[src/rtl/prio_irq_ctrl.sv]
module prio_irq_ctrl (
  input  logic       clk,
  input  logic       rst_n,
  input  logic       wr_en,
  input  logic       addr,
  input  logic [7:0] wdata,
  output logic [7:0] rdata,
  input  logic [7:0] irq_in,
  output logic       int_out,
  input  logic       ack,
  input  logic       is_master,
  input  logic [2:0] cas_id_in,
  output logic       cas_drive,
  output logic [2:0] cas_id_out,
  output logic       vec_valid,
  output logic [7:0] vector
);
  typedef enum logic [1:0] {S_RDY, S_BASE, S_CAS, S_MODE} seq_t;

  seq_t       seq;
  logic       inited, need_mode, aeoi, sel_isr;
  logic [7:0] imr, irr, isr, prev_in, cas_word;
  logic [4:0] base;

  function automatic logic [2:0] enc(input logic [7:0] oh);
    enc = 3'd0;
    for (int i = 0; i < 8; i++)
      if (oh[i]) enc = 3'(i);
  endfunction

  logic       ready;
  logic [7:0] pending, isr_low, above, cand, win_oh, eoi_mask, set_isr, rise;
  logic       cmd_wr, dat_wr, init_cmd, ocw_ok, seoi, neoi, rsel;
  logic       ack_take, spurious, to_slave;
  logic [2:0] win_lvl;

  assign ready    = inited && seq == S_RDY;
  assign pending  = irr & ~imr;
  assign isr_low  = isr & (~isr + 8'd1);
  assign above    = (isr == 8'h00) ? 8'hFF : isr_low - 8'd1;
  assign cand     = pending & above;
  assign win_oh   = cand & (~cand + 8'd1);
  assign win_lvl  = enc(win_oh);
  assign spurious = cand == 8'h00;
  assign int_out  = ready && !spurious;

  assign cmd_wr   = wr_en && !addr;
  assign dat_wr   = wr_en && addr;
  assign init_cmd = cmd_wr && wdata[4];
  assign ocw_ok   = cmd_wr && !wdata[4] && ready;
  assign seoi     = ocw_ok && !wdata[3] && wdata[7:5] == 3'b011;
  assign neoi     = ocw_ok && !wdata[3] && wdata[7:5] == 3'b001;
  assign rsel     = ocw_ok && wdata[3] && wdata[1];
  assign eoi_mask = seoi ? (8'h01 << wdata[2:0]) : (neoi ? isr_low : 8'h00);

  assign ack_take = ack && ready && (is_master || cas_id_in == cas_word[2:0]);
  assign to_slave = is_master && |(win_oh & cas_word);
  assign set_isr  = (ack_take && !aeoi) ? win_oh : 8'h00;
  assign rise     = irq_in & ~prev_in;

  assign rdata = addr ? imr : (sel_isr ? isr : irr);

  always_ff @(posedge clk or negedge rst_n) begin
    if (!rst_n) begin
      seq        <= S_RDY;
      inited     <= 1'b0;
      need_mode  <= 1'b0;
      aeoi       <= 1'b0;
      sel_isr    <= 1'b0;
      imr        <= 8'h00;
      irr        <= 8'h00;
      isr        <= 8'h00;
      prev_in    <= 8'hFF;
      cas_word   <= 8'h00;
      base       <= 5'd0;
      vec_valid  <= 1'b0;
      vector     <= 8'h00;
      cas_drive  <= 1'b0;
      cas_id_out <= 3'd0;
    end else begin
      prev_in <= irq_in;
      if (init_cmd) begin
        seq       <= S_BASE;
        inited    <= 1'b0;
        need_mode <= wdata[0];
        sel_isr   <= 1'b0;
        imr       <= 8'h00;
        irr       <= 8'h00;
        isr       <= 8'h00;
        prev_in   <= 8'hFF;
      end else begin
        irr <= (irr | rise) & irq_in & ~(ack_take ? win_oh : 8'h00);
        isr <= (isr & ~eoi_mask) | set_isr;
        if (rsel) sel_isr <= wdata[0];
        if (dat_wr) begin
          unique case (seq)
            S_BASE: begin
              base <= wdata[7:3];
              seq  <= S_CAS;
            end
            S_CAS: begin
              cas_word <= wdata;
              if (need_mode) seq <= S_MODE;
              else begin
                seq    <= S_RDY;
                aeoi   <= 1'b0;
                inited <= 1'b1;
              end
            end
            S_MODE: begin
              aeoi   <= wdata[1];
              seq    <= S_RDY;
              inited <= 1'b1;
            end
            default: if (inited) imr <= wdata;
          endcase
        end
      end
      vec_valid  <= ack_take && !to_slave;
      cas_drive  <= ack_take && to_slave;
      cas_id_out <= (ack_take && to_slave) ? win_lvl : 3'd0;
      if (ack_take) vector <= {base, spurious ? 3'd7 : win_lvl};
    end
  end
endmodule


[config.mk]
export PLATFORM = sky130hd
export DESIGN_NAME = prio_irq_ctrl
export DESIGN_NICKNAME = d
export VERILOG_FILES = /design/src/rtl/prio_irq_ctrl.sv
export SDC_FILE = /design/constraint.sdc
export NUM_CORES = 1
export LEC_CHECK = 0
export ABC_AREA = 1
export ABC_CLOCK_PERIOD_IN_PS = 1600
export BUFFER_PORTS_ARGS = -buffer_cell sky130_fd_sc_hd__buf_2
export CAP_MARGIN = 20
export CORE_AREA = 2 2 88 90
export DETAILED_ROUTE_END_ITERATION = 6
export DIE_AREA = 0 0 90 92
export PLACE_DENSITY = 0.67
export SKIP_LAST_GASP = 1
export SLEW_MARGIN = 20
export SYNTH_ARGS = -nofsm -noshare
export SYNTH_HDL_FRONTEND = slang
export SYNTH_SLANG_ARGS = --single-unit
[constraint.sdc]
create_clock -name clk -period 1.6 [get_ports clk]
set_input_delay 0.24 -clock clk [delete_from_list [all_inputs] [get_ports clk]]
set_output_delay 0.24 -clock clk [all_outputs]
set_load 0.005 [all_outputs]
==> flow_summary.yaml <==
yosys:
  seq_area_frac_synth_pct: 49.3
  syn_nets: 424
  synth_seq_cells: 64
  synthesis.area_sq_um: 3270
  ys_warn_count: 0
  syn-mean-instance-area_sq_um: 8.28
  ys.flop_type: "dfrtp_1"
  ys_types: 37
  synthArstFlopShare_pct: 100
  synthCells: 395
  synth_edf_count: 0
detailed_routing:
  dr_total_vias: 3102
  vias_per_cell: 5.11
  wl_microns: 9360
  routedWlPerCell_microns: 15.4
  firstDrtPassIters: 4
  drc: 0
  ant_nets: 0
  drt_iter0_drc: 207
worst_setup_path:
  path_max_fanout: 3
  cp.arrival_ns: 1.71
  crit_required_ns: 1.36
  worstSetupPathType: "flop to output port"
  end_kind: "output port"
  critPathLaunchType: "flop"
global_routing:
  overflow: 0
  grt_pass1_vias: 3039
  grt_max_degree: 65
  antenna_found_initial: 0
  grtUsageTotal_pct: 23.5
  grt_pass1_wl_microns: 15000
status:
  outcome: "finished with violations"
  violations: "setup timing"
cells_and_area:
  final_cell_mix: "73 x nand2_1, 56 x dfrtp_1, 50 x buf_4, 47 x inv_1, 46 x buf_2"
  drive_gt1_share_pct: 38.4
  antenna_cells: 0
  seqCellArea_sq_um: 1610
  layout.cells.non_filler: 607
  multi_input_area_sq_um: 1540
  fin_nets: 529
  mostFrequentLayoutCell: "nand2_1"
  nFillCells: 687
  area_growth_pct: 34.8
clock_network:
  clk_latency_ns: 0.36
  cts_tree: "yes"
  clock-sinks: 64
  htreeDepth: 3
  clkTransAtPathRegs_ns: 0.08
  cts_buffers: 9
  cts_root_buf: "clkbuf_8"
  cts.path.max_buffers: 2
sta:
  worst_pin_slew_ns: 0.497
  hold_viol: 0
  finClkSkew_ns: 0.0108
  drv_slew: 0
  min_period_ns: 1.95
  finalCritPeriodShare_pct: 122
  fmax_mhz: 514
  setup_slack_ns: -0.345
  rsz0062_at_grt: "yes"
  relSlewSlack_pct: 66.6
  whs_ns: 0.0780
  final-setup-viol-count: 16
power:
  irDropWorstVdd_mv: 0.628
  leakagePower_uw: 0.00223
  p_per_area_nw_per_um2: 1550
placed_design:
  gp_congestion: 0.926
  dp_hpwl_microns: 6720
  place_inst: 574
  port_buffers: 46
min_path:
  hp-class: "primary input to flop"
die:
  dieWidth_microns: 90
  core_sq_um: 7450
  die-area_sq_um: 8280
  io_pins: 47
  initial_core_util_pct: 43.9
  chipHeight_microns: 92
  rows: 32
run:
  max_cap_viol_count: 0
registers in the layout (all words and copies together) (netlist names):
signal	cells
vector	8
vec_valid	1
cas_word	8
sel_isr	1
isr	8
base	5
prev_in	8
aeoi	1
cas_id_out	3
cas_drive	1
irr	8
need_mode	1
seq	2
imr	8
inited	1
synthesized netlist by cell type (all sizes together), types with 5 or more instances:
master  count  share of area (%)
nand2      84                 10
inv        59                6.8
dfrtp      56                 43
nor2       37                5.6
o21ai      34                5.2
nand3      31                5.9
a21oi      29                4.6
nor3        9                2.0
dfstp       8                6.4
o22ai       7                1.3
clkbuf      6               0.69
o211ai      5                1.1
or2         5               0.96
final timing paths:
path	cells after the start	slack, ns	to	startpoint
worst max-delay path	10	-0.35	int_out	isr[1]
worst min-delay path	2	0.08	prev_in[7]	irq_in[7]
worst max register to register	13	-0.23	cas_id_out[2]	isr[1]
worst min register to register	2	0.47	vector[4]	base[1]
max in group asynchronous	3	0.84	prev_in[7]	rst_n
min in group asynchronous	3	0.40	vector[4]	rst_n
cells by family (layout without fill, tap and decap cells):
kind of cell / Yosys count / after routing / share of synthesized area (%)
flops: 64 / 64 / 49.3
xor+xnor: 3 / 3 / 0.803
simple gates: 170 / 170 / 25.6
fa+ha+maj: 4 / 4 / 1.53
compound gates: 84 / 84 / 14.5
buf+inv: 70 / 180 / 8.37
where the power goes:
group,switching [uW],internal [uW],total [uW]
Sequential,295,2100,2390
Clock,701,718,1420
Combinational,1650,1360,3000
through the flow:
step / TNS [ns] / utilization [%] / setup slack [ns] / area (sq um) / total power [uW]
finish: -2.41 / 59.2 / -0.345 / 4410 / 6810
CTS: -1.36 / 57.2 / -0.376 / 4260 / 6610
detailed placement: -0.401 / 52.9 / -0.0808 / 3940 / 4980
global placement: -0.0971 / 52.9 / -0.0408 / 3940 / 4900
global route: -4.86 / 59.2 / -0.450 / 4410 / 7270
floorplan: -0.0180 / - / -0.0180 / 3310 / 3900
critical path, stage by stage (launching register included):
cell and delay, ns:
dfrtp_1 0.41, nor2_4 0.18, nand2_4 0.09, nor2_4 0.13, inv_2 0.06, nand2_2 0.07, inv_2 0.05, nand3_4 0.08
nor2_4 0.05, a21oi_2 0.11, buf_2 0.12
cell type report:
type                            count  share of cell area (%)
Timing Repair Buffer              104                    15.9
Inverter                           60                    5.28
Multi-Input combinational cell    261                    34.9
Sequential cell                    64                    36.5
Tap cell                          102                    2.89
Clock inverter                      7                    1.62
Clock buffer                        9                    2.81
repair_timing:
item / 4_1_cts / 5_1_grt
setup buffers: 10 / 7
hold buffers: 1 / 0
hold endpoints to repair: 56 / 0
endpoints found under the setup margin: 17 / 36
gates resized for setup: 14 / 33
pin swaps: 9 / 16
routing by layer:
metal | part of all wire, % | vias up | wire [microns] | global-route usage, %
met5 | 0 | - | 0 | 0
met4 | 3.2 | 0 | 303 | 12.4
met3 | 5.3 | 22 | 495 | 4.27
met2 | 48 | 102 | 4490 | 38.0
met1 | 43 | 1481 | 4070 | 30.2
li1 | - | 1497 | - | -
Power figures use the tool's default switching activity.
